==> src/rtl/pcm_tx_pkg.sv <==
package pcm_tx_pkg;
    typedef enum logic {
        FMT_I2S = 1'b0,
        FMT_LJ  = 1'b1
    } fmt_e;
endpackage

==> src/rtl/pcm_tx_bclk.sv <==
module pcm_tx_bclk #(
    parameter int DIV = 8
) (
    input  logic clk,
    input  logic rst_n,
    input  logic en,
    input  logic mclk_ce,
    output logic bclk,
    output logic fall_ev
);
    localparam int CW   = (DIV > 2) ? $clog2(DIV) : 1;
    localparam int HALF = DIV / 2;

    typedef struct packed {
        logic [CW-1:0] div;
        logic          bclk;
    } bclk_st_t;

    bclk_st_t st_d, st_q;
    logic     fall_d;

    always_comb begin
        st_d   = st_q;
        fall_d = 1'b0;
        if (!en) begin
            st_d.div  = CW'(DIV - 1);
            st_d.bclk = 1'b0;
        end else if (mclk_ce) begin
            if (st_q.div == CW'(DIV - 1)) begin
                st_d.div = '0;
                fall_d   = 1'b1;
            end else begin
                st_d.div = st_q.div + 1'b1;
            end
            st_d.bclk = (st_d.div >= CW'(HALF));
        end
    end

    always_ff @(posedge clk) begin
        if (!rst_n) begin
            st_q.div  <= CW'(DIV - 1);
            st_q.bclk <= 1'b0;
        end else begin
            st_q <= st_d;
        end
    end

    assign bclk    = st_q.bclk;
    assign fall_ev = fall_d;

    AST_BCLK_RISE_ON_TICK: assert property (@(posedge clk) disable iff (!rst_n)
        $rose(st_q.bclk) |-> $past(mclk_ce && en)) else $error("bclk rose without tick");
endmodule

==> src/rtl/pcm_tx_framer.sv <==
module pcm_tx_framer
    import pcm_tx_pkg::*;
#(
    parameter int SAMPLE_W = 16,
    parameter int SLOT_W   = 24
) (
    input  logic                clk,
    input  logic                rst_n,
    input  logic                en,
    input  fmt_e                fmt,
    input  logic                fall_ev,
    input  logic                in_valid,
    output logic                in_ready,
    input  logic [SAMPLE_W-1:0] in_left,
    input  logic [SAMPLE_W-1:0] in_right,
    output logic                lrclk,
    output logic                sdata,
    output logic                underrun
);
    localparam int FRAME = 2 * SLOT_W;
    localparam int SW    = $clog2(FRAME);
    localparam int PAD   = SLOT_W - SAMPLE_W;

    typedef struct packed {
        logic [SW-1:0]    slot;
        logic [FRAME-1:0] shreg;
        logic             lrclk;
        logic             sdata;
        logic             underrun;
    } frm_st_t;

    frm_st_t          st_d, st_q;
    logic [SLOT_W-1:0] left_w, right_w;
    logic [FRAME-1:0]  word;
    logic              ready_d;

    generate
        if (PAD == 0) begin : g_nopad
            assign left_w  = in_left;
            assign right_w = in_right;
        end else begin : g_pad
            assign left_w  = {in_left,  {PAD{1'b0}}};
            assign right_w = {in_right, {PAD{1'b0}}};
        end
    endgenerate

    always_comb begin
        st_d          = st_q;
        st_d.underrun = 1'b0;
        ready_d       = en && fall_ev && (st_q.slot == '0);
        word          = st_q.shreg;
        if (!en) begin
            st_d = '0;
        end else if (fall_ev) begin
            if (st_q.slot == '0) begin
                word          = in_valid ? {left_w, right_w} : '0;
                st_d.underrun = !in_valid;
            end
            st_d.sdata = word[FRAME-1];
            st_d.shreg = word << 1;
            if (fmt == FMT_LJ) begin
                st_d.lrclk = (st_q.slot >= SW'(SLOT_W));
            end else begin
                st_d.lrclk = (st_q.slot >= SW'(SLOT_W - 1)) &&
                             (st_q.slot <= SW'(FRAME - 2));
            end
            st_d.slot = (st_q.slot == SW'(FRAME - 1)) ? '0 : st_q.slot + 1'b1;
        end
    end

    always_ff @(posedge clk) begin
        if (!rst_n) begin
            st_q <= '0;
        end else begin
            st_q <= st_d;
        end
    end

    assign in_ready = ready_d;
    assign lrclk    = st_q.lrclk;
    assign sdata    = st_q.sdata;
    assign underrun = st_q.underrun;

    AST_UNDERRUN_CAUSE: assert property (@(posedge clk) disable iff (!rst_n)
        underrun |-> $past(in_ready && !in_valid)) else $error("spurious underrun");
    AST_LEFT_AFTER_LOAD: assert property (@(posedge clk) disable iff (!rst_n)
        $past(in_ready) |-> !lrclk) else $error("slot 0 not on left");
endmodule

==> src/rtl/pcm_serial_tx.sv <==
module pcm_serial_tx
    import pcm_tx_pkg::*;
#(
    parameter int SAMPLE_W = 16,
    parameter int SLOT_W   = 24,
    parameter int DIV      = 8
) (
    input  logic                clk,
    input  logic                rst_n,
    input  logic                en,
    input  logic                mclk_ce,
    input  logic                fmt_lj,
    input  logic                in_valid,
    output logic                in_ready,
    input  logic [SAMPLE_W-1:0] in_left,
    input  logic [SAMPLE_W-1:0] in_right,
    output logic                bclk,
    output logic                lrclk,
    output logic                sdata,
    output logic                underrun
);
    logic fall_ev;
    fmt_e fmt;

    assign fmt = fmt_lj ? FMT_LJ : FMT_I2S;

    pcm_tx_bclk #(.DIV(DIV)) u_bclk (
        .clk     (clk),
        .rst_n   (rst_n),
        .en      (en),
        .mclk_ce (mclk_ce),
        .bclk    (bclk),
        .fall_ev (fall_ev)
    );

    pcm_tx_framer #(.SAMPLE_W(SAMPLE_W), .SLOT_W(SLOT_W)) u_framer (
        .clk      (clk),
        .rst_n    (rst_n),
        .en       (en),
        .fmt      (fmt),
        .fall_ev  (fall_ev),
        .in_valid (in_valid),
        .in_ready (in_ready),
        .in_left  (in_left),
        .in_right (in_right),
        .lrclk    (lrclk),
        .sdata    (sdata),
        .underrun (underrun)
    );

    AST_SDATA_HELD_HIGH: assert property (@(posedge clk) disable iff (!rst_n)
        !$stable(sdata) |-> !bclk) else $error("sdata moved with bclk high");
    AST_LRCLK_HELD_HIGH: assert property (@(posedge clk) disable iff (!rst_n)
        !$stable(lrclk) |-> !bclk) else $error("lrclk moved with bclk high");
    AST_IDLE_QUIET: assert property (@(posedge clk) disable iff (!rst_n)
        $past(!en) |-> (!bclk && !lrclk && !sdata && !underrun)) else $error("not idle");
endmodule

==> config.mk <==
export PLATFORM = sky130hd
export DESIGN_NAME = pcm_serial_tx
export DESIGN_NICKNAME = d
export VERILOG_FILES = /design/src/rtl/pcm_tx_pkg.sv /design/src/rtl/pcm_tx_bclk.sv /design/src/rtl/pcm_tx_framer.sv /design/src/rtl/pcm_serial_tx.sv
export SDC_FILE = /design/constraint.sdc
export NUM_CORES = 1
export LEC_CHECK = 0
export BUFFER_PORTS_ARGS = -buffer_cell sky130_fd_sc_hd__buf_2
export CORE_ASPECT_RATIO = 0.5
export CORE_MARGIN = 1
export CORE_UTILIZATION = 50
export DETAILED_ROUTE_END_ITERATION = 6
export PLACE_DENSITY = 0.81
export SLEW_MARGIN = 40
export SYNTH_ARGS = -nofsm -noshare
export SYNTH_HDL_FRONTEND = slang
export SYNTH_SLANG_ARGS = --single-unit
==> constraint.sdc <==
create_clock -name clk -period 3.6 [get_ports clk]
set_input_delay 0.54 -clock clk [delete_from_list [all_inputs] [get_ports clk]]
set_output_delay 0.54 -clock clk [all_outputs]
set_load 0.02 [all_outputs]
==> summary.txt, run 1 <==
Clock tree
  • Number of clock sinks: 52
  • Cell chosen for the clock root: clkbuf_8
  • TritonCTS clock tree: done
  • Setup Fix Bufs, Post-CTS: 0
  • Clock transition at path regs: 0.10 ns
  • Clock buffer count from CTS: 5
  • Number of H-tree levels: 2
  • Cts-stage hold buffer count: 0
  • Clock insertion delay at the later pin of the skew report: 0.31 ns
  • Resized cells post-CTS: 0
  • Max clock buf depth: 2

Logic synthesis
  • Share of async-settable or async-resettable flops after synthesis: 0%
  • Post-synthesis sequential area ratio: 43.54%
  • Dominant register cell in the synthesized netlist: dfxtp_1
  • Synth Net Count: 344
  • Number of flip-flops and latches in the synthesized netlist: 52
  • Synth Cell Area: 0.002391 sq mm
  • Count of mapped cells out of synthesis: 301
  • Mean area per synthesized cell: 7.944 sq um
  • Count of flip-flops with a built-in enable after synthesis: 0
  • Ys Warns: 0
  • Unique cell type count in the Yosys netlist: 34

Drt
  • Via-per-instance ratio: 6.046
  • Routed via count: 2364
  • Number of design rule violations left after detail routing: 0
  • Number of nets with antenna violations after detailed routing: 0
  • DR iter-0 viols: 113
  • Final routed wire length divided by cell count: 14.86 microns
  • Overall routed net length: 5.809 mm
  • Number of iterations in the first detailed-routing pass: 4

Setup path
  • Minimum setup slack among reg-to-reg paths: 1.64 ns
  • Category of the worst setup path launch point: register
  • Sequence of cells on the critical path: ha_1, ha_1, nand3_1, buf_4, nor2_1, buf_2
  • Critical path start-end classification: register to output port
  • Cell family with most CP delay: buffers and inverters
  • Master of the slowest instance on the critical path: buf_4
  • Peak per-stage delay on the critical path: 0.36 ns
  • Buffer and inverter count on the worst path: 2
  • Critical path data arrival time: 1.84 ns
  • Maximum fanout count along the critical path: 40
  • Most used cell along the critical path: ha_1
  • Destination of the worst register-to-register timing path: u_framer.st_q[12]
  • Required time of the worst setup path: 3.06 ns
  • Crit path launch: u_bclk.st_q[1]
  • Critical Path End Type: output port
  • Startpoint of the most critical register-to-register path: u_framer.st_q[53]
  • Cell depth of the worst flop-to-flop path: 3

Floorplanning
  • Die area: 0.005080 sq mm
  • DIE WIDTH: 99.80 microns
  • Number of I/O pins: 43
  • Core outline area: 0.004488 sq mm
  • Die outline height: 50.90 microns
  • Starting density of the core: 53.28%
  • Rows: 17

Placement
  • Dpl hpwl: 3.481 mm
  • Buffers added on ports: 42
  • Placed cell area: 0.002611 sq mm
  • RD Place Congestion: 0.7941

Job
  • Number of max-cap violations: 0

Timing
  • Worst Skew: 0.01023 ns
  • Period utilization: 66.22%
  • Transition at the pin with the smallest max-transition slack: 0.7202 ns
  • Max Transition Viols Final: 0
  • Final number of hold-violating endpoints: 0
  • Setup repair after global routing missed its margin: false
  • Maximum operating frequency: 419.5 MHz
  • Worst slew slack as a fraction of its limit: 51.88%
  • Final setup violation count: 0
  • Time the final worst path needs with I/O delays and setup: 2.384 ns
  • Setup TNS: 0 ns

Finish
  • Nets: 367
  • Antenna fix cells: 0
  • Layout cell share with drive strength beyond 1: 17.54%
  • Summed area of non-filler cells in the final layout: 0.002723 sq mm
  • Area Growth Syn to Fin: 13.87%

Global routing
  • Pin count of the biggest net entering global routing: 41
  • First-pass GRT wire length: 9.487 mm
  • Most utilized layer in the global route result: met2
  • Initial antenna violation count: 0
  • Via count of the first global-routing pass: 2099
  • M2 GR Usage: 40.69%
  • Routing usage on met3: 5.062%
  • Total congestion overflow: 0
  • Met1 demand-to-capacity share in global routing: 30.34%
  • All-layer global routing usage: 24.04%

Min path
  • Hold path endpoint: u_framer.st_q[35]
  • Min-delay worst type: register to register
  • Hold Path Origin: u_framer.st_q[35]
  • Cell depth of the worst min-delay path: 2

Pwr
  • Leakage power: 0.9916 nW
  • IR Drop Worst-Case VDD: 0.1797 mV
  • Power per cell area: 415.6 mW/mm^2

Run status
  • Outcome: finished clean
## power by group
group          internal (W)  switching, W  total (W)
registers          0.000595    0.00000925   0.000604
logic             0.0000438     0.0000731   0.000117
clock network      0.000210      0.000200   0.000410
## state kept, by name, summed over array words and instances, names as in the netlist
register / count
u_framer.st_q: 45
u_bclk.st_q: 3
u_bclk.bclk: 1
u_framer.lrclk: 1
u_framer.sdata: 1
u_framer.underrun: 1
## cell type report
class	count	area, sq um
fill	391	1765
multi-input combinational	215	1232
sequential	52	1041
timing repair buffer	46	240.2
tap	66	82.58
clock buffer	6	72.57
clock inverter	2	38.79
inverter	4	15.01
## worst min-delay path: cells and delay by family (launching register included)
kind,cells,cell delay [ns]
and+or+nand+nor,1,0.05
DFF,1,0.32
AOI/OAI and AO/OA,1,0.06
## per-stage QoR
stage	hold WS (ns)	std cells	utilization (%)	setup slack [ns]	power (W)
after floorplan	0.4329	301	-	1.614	0.0006878
after global placement	0.4416	383	58.07	1.611	0.0007289
after detailed placement	0.4480	383	58.18	1.565	0.0007319
after CTS	0.4568	391	60.66	1.224	0.001133
after global routing	0.4636	391	60.66	1.105	0.001170
final	0.4659	391	60.66	1.216	0.001131
## how the worst max path moves through the flow
stage	to	cells after the start
after detailed placement	in_ready	6
after floorplan	in_ready	4
final	in_ready	6
after CTS	in_ready	6
after global routing	in_ready	6
after global placement	in_ready	6
## cell usage in the layout, fill, tap and decap left out, types with 2 or more instances in the layout
cell type and n:
nand4_1 3, buf_2 42, dfxtp_1 52, nand3_1 5, clkbuf_8 5, ha_1 5, a21oi_1 46, nor2_1 2
nand2_1 21, nand4b_1 2, and2_1 2, nor4_1 2, buf_4 4, inv_1 3, o21ai_0 67, nand2b_1 2
o211ai_1 9, a31oi_1 32, and3_1 2, nor2b_1 2
## cells by family after synthesis
kind of cell | count (synthesis) | share of synthesized area [%]
xor+xnor | 1 | 0.3664
flops | 52 | 43.54
compound gates | 159 | 36.53
buf+inv | 34 | 5.861
fa+ha+maj | 5 | 2.616
simple gates | 50 | 11.09
## synth_stat cells (2+ instances only)
master,instances,area share [%]
o21ai_0,67,14
dfxtp_1,52,44
a21oi_1,46,9.6
a31oi_1,32,8.4
clkbuf_1,27,4.2
nand2_1,21,3.3
o211ai_1,9,2.8
ha_1,5,2.6
nand3_1,5,1.0
inv_1,4,0.63
nand4_1,3,0.79
nor2_1,3,0.47
and3_1,2,0.52
nand2b_1,2,0.52
nand4b_1,2,0.73
nor2b_1,2,0.52
nor4_1,2,0.52
## layer usage
layer  routed length, microns  up-vias
met5                        0        -
met4                       66        0
li1                         -     1159
met2                     2693       86
met1                     2682     1112
met3                      365        7
Power figures use the tool's default switching activity.
==> run 2, diff against run 1 <==
Settings changed: PLACE_DENSITY 0.81 to 0.84.
Clock period 3.6 ns to 2.1 ns, I/O delays scaled along.
==> summary.txt, run 2 (synthesized netlist as in run 1, its figures left out) <==
Setup path
  • Cell depth of the worst flop-to-flop path: 6 (was 3)
  • Cell family with most CP delay: adder cells (was buffers and inverters)
  • Minimum setup slack among reg-to-reg paths: 0.27 ns (was 1.64 ns)
  • Critical Path End: in_ready (unchanged)
  • Master of the slowest instance on the critical path: dfxtp_1 (was buf_4)
  • Destination of the worst register-to-register timing path: u_framer.st_q[48] (was u_framer.st_q[12])
  • Peak per-stage delay on the critical path: 0.37 ns (was 0.36 ns)
  • Critical Path End Type: output port (unchanged)
  • Category of the worst setup path launch point: register (unchanged)
  • Critical path data arrival time: 1.62 ns (was 1.84 ns)
  • Maximum fanout count along the critical path: 8 (was 40)
  • Levels on crit path: 5 (was 6)
  • Crit path launch: u_bclk.st_q[1] (unchanged)
  • Sequence of cells on the critical path: ha_1, ha_2, nand3_1, nor2_1, buf_2 (was ha_1, ha_1, nand3_1, buf_4, nor2_1, buf_2)
  • Required time of the worst setup path: 1.78 ns (was 3.06 ns)
  • Critical path start-end classification: register to output port (unchanged)
  • Startpoint of the most critical register-to-register path: u_framer.st_q[51] (was u_framer.st_q[53])
  • Buffer and inverter count on the worst path: 1 (was 2)

Finish
  • Summed area of non-filler cells in the final layout: 0.002765 sq mm (was 0.002723 sq mm)
  • Antenna fix cells: 0 (unchanged)
  • Reg with most FFs: u_framer.st_q (unchanged)
  • Number of flip-flops under the largest register name: 45 (unchanged)
  • Leading cell type in the layout, fill and taps excluded: o21ai_0 (unchanged)
  • Area Growth Syn to Fin: 15.65% (was 13.87%)
  • Nets: 373 (was 367)
  • Regs by FF count: u_framer.st_q x45, u_bclk.st_q x3 (unchanged)
  • Most frequent cells in the layout: o21ai_0 (67), dfxtp_1 (52), a21oi_1 (46), buf_2 (42), a31oi_1 (32) (unchanged)
  • Post-layout util: 61.61% (was 60.66%)
  • # fillers: 385 (was 391)
  • Layout cell share with drive strength beyond 1: 19.03% (was 17.54%)
  • Final standard cell count with taps included and fillers excluded: 397 (was 391)

Drt
  • Overall routed net length: 5.918 mm (was 5.809 mm)
  • Via-per-instance ratio: 6.126 (was 6.046)
  • Number of design rule violations left after detail routing: 0 (unchanged)
  • Final routed wire length divided by cell count: 14.91 microns (was 14.86 microns)
  • Number of nets with antenna violations after detailed routing: 0 (unchanged)
  • DR iter-0 viols: 184 (was 113)
  • Number of iterations in the first detailed-routing pass: 5 (was 4)
  • Routed via count: 2432 (was 2364)

Clock tree
  • Clock transition at path regs: 0.09 ns (was 0.10 ns)
  • Max clock buf depth: 2 (unchanged)
  • Cell chosen for the clock root: clkbuf_8 (unchanged)
  • Number of H-tree levels: 2 (unchanged)
  • Clock insertion delay at the later pin of the skew report: 0.30 ns (was 0.31 ns)
  • Clock buffer count from CTS: 5 (unchanged)
  • Number of clock sinks: 52 (unchanged)
  • TritonCTS clock tree: done (unchanged)

Timing
  • Maximum operating frequency: 516.1 MHz
  • Transition at the pin with the smallest max-transition slack: 0.6656 ns (was 0.7202 ns)
  • Period utilization: 92.27%
  • Hold Worst Slack: 0.2483 ns (was 0.4659 ns)
  • Final number of hold-violating endpoints: 0 (unchanged)
  • Final setup violation count: 0 (unchanged)
  • Max Transition Viols Final: 0 (unchanged)
  • Worst slew slack as a fraction of its limit: 55.52% (was 51.88%)
  • Time the final worst path needs with I/O delays and setup: 1.938 ns
  • Worst Skew: 0.01130 ns (was 0.01023 ns)
  • Setup repair after global routing missed its margin: false (unchanged)
  • Setup TNS: 0 ns (unchanged)

Job
  • Number of max-cap violations: 0 (unchanged)

Floorplanning
  • Number of I/O pins: 43 (unchanged)
  • Rows: 17 (unchanged)
  • Die outline height: 50.90 microns (unchanged)
  • DIE WIDTH: 99.80 microns (unchanged)
  • Die area: 0.005080 sq mm (unchanged)
  • Starting density of the core: 53.28% (unchanged)
  • Core outline area: 0.004488 sq mm (unchanged)

Placement
  • Dpl hpwl: 3.752 mm (was 3.481 mm)
  • Buffers added on ports: 42 (unchanged)
  • Placed cell area: 0.002651 sq mm (was 0.002611 sq mm)
  • RD Place Congestion: 0.8849 (was 0.7941)
  • Post-placement cell count: 389 (was 383)

Run status
  • Outcome: finished clean (unchanged)

Global routing
  • Via count of the first global-routing pass: 2124 (was 2099)
  • Total congestion overflow: 0 (unchanged)
  • Initial antenna violation count: 0 (unchanged)
  • All-layer global routing usage: 24.18% (was 24.04%)
  • First-pass GRT wire length: 9.777 mm (was 9.487 mm)
  • Pin count of the biggest net entering global routing: 40 (was 41)

Min path
  • Min-delay worst type: input pin to register (was register to register)
  • Hold Path Origin: in_valid (was u_framer.st_q[35])

Pwr
  • IR Drop Worst-Case VDD: 0.4382 mV (was 0.1797 mV)
  • Leakage power: 1.019 nW (was 0.9916 nW)
  • Power per cell area: 698.8 mW/mm^2 (was 415.6 mW/mm^2)
-- run 2: metal layers --
metal | track usage (%) | vias to the layer above | wire, microns
li1 | - | 1174 | -
met1 | 31.21 | 1123 | 2539
met2 | 39.66 | 115 | 2789
met3 | 5.198 | 20 | 441
met4 | 10.29 | 0 | 146
met5 | 0 | - | 0
-- run 2: report_power, final --
part / leakage [nW] / switching (W) / internal [W] / total [W]
clock: 0.0558 / 0.000329 / 0.000361 / 0.000690
combinational: 0.540 / 0.000128 / 0.0000787 / 0.000206
sequential: 0.423 / 0.0000161 / 0.00102 / 0.00104
total: 1.02 / 0.000473 / 0.00146 / 0.00193
-- run 2: worst reg2reg max path: stages, from the launching register on --
cell and delay, ns:
dfxtp_1 0.44, inv_1 0.10, ha_1 0.28, inv_1 0.42, buf_4 0.26, o21ai_0 0.10, a21oi_1 0.16
-- run 2: per-stage QoR --
| step | setup slack, ns | total power [W] |
|---|---|---|
| 2_1_floorplan | 0.4053 | 0.001179 |
| 3_3_place_gp | 0.3776 | 0.001252 |
| 3_5_place_dp | 0.3259 | 0.001260 |
| 4_1_cts | 0.1282 | 0.001932 |
| 5_1_grt | 0.05565 | 0.002011 |
| 6_report | 0.1624 | 0.001932 |
-- run 2: cell type report --
cell class / count / area (sq um) / share of cell area (%)
inverter: 4 / 15.01 / 0.5430
clock buffer: 6 / 72.57 / 2.624
sequential: 52 / 1041 / 37.65
multi-input combinational: 215 / 1230 / 44.48
tap: 66 / 82.58 / 2.986
clock inverter: 2 / 38.79 / 1.403
timing repair buffer: 52 / 285.3 / 10.32
-- run 2: worst min-delay path by stage --
stage	endpoint	slack, ns	cells after the start
after floorplan	u_framer.underrun	0.39	1
after global placement	u_framer.st_q[35]	0.44	2
after detailed placement	u_framer.st_q[12]	0.45	2
after CTS	u_framer.underrun	0.24	2
after global routing	u_framer.underrun	0.25	2
final	u_framer.underrun	0.25	2
-- run 2: timing repair --
action,in CTS,in global routing
gates resized for setup,0,1
endpoints found under the setup margin,0,1
hold buffers,0,0
setup buffers,0,0
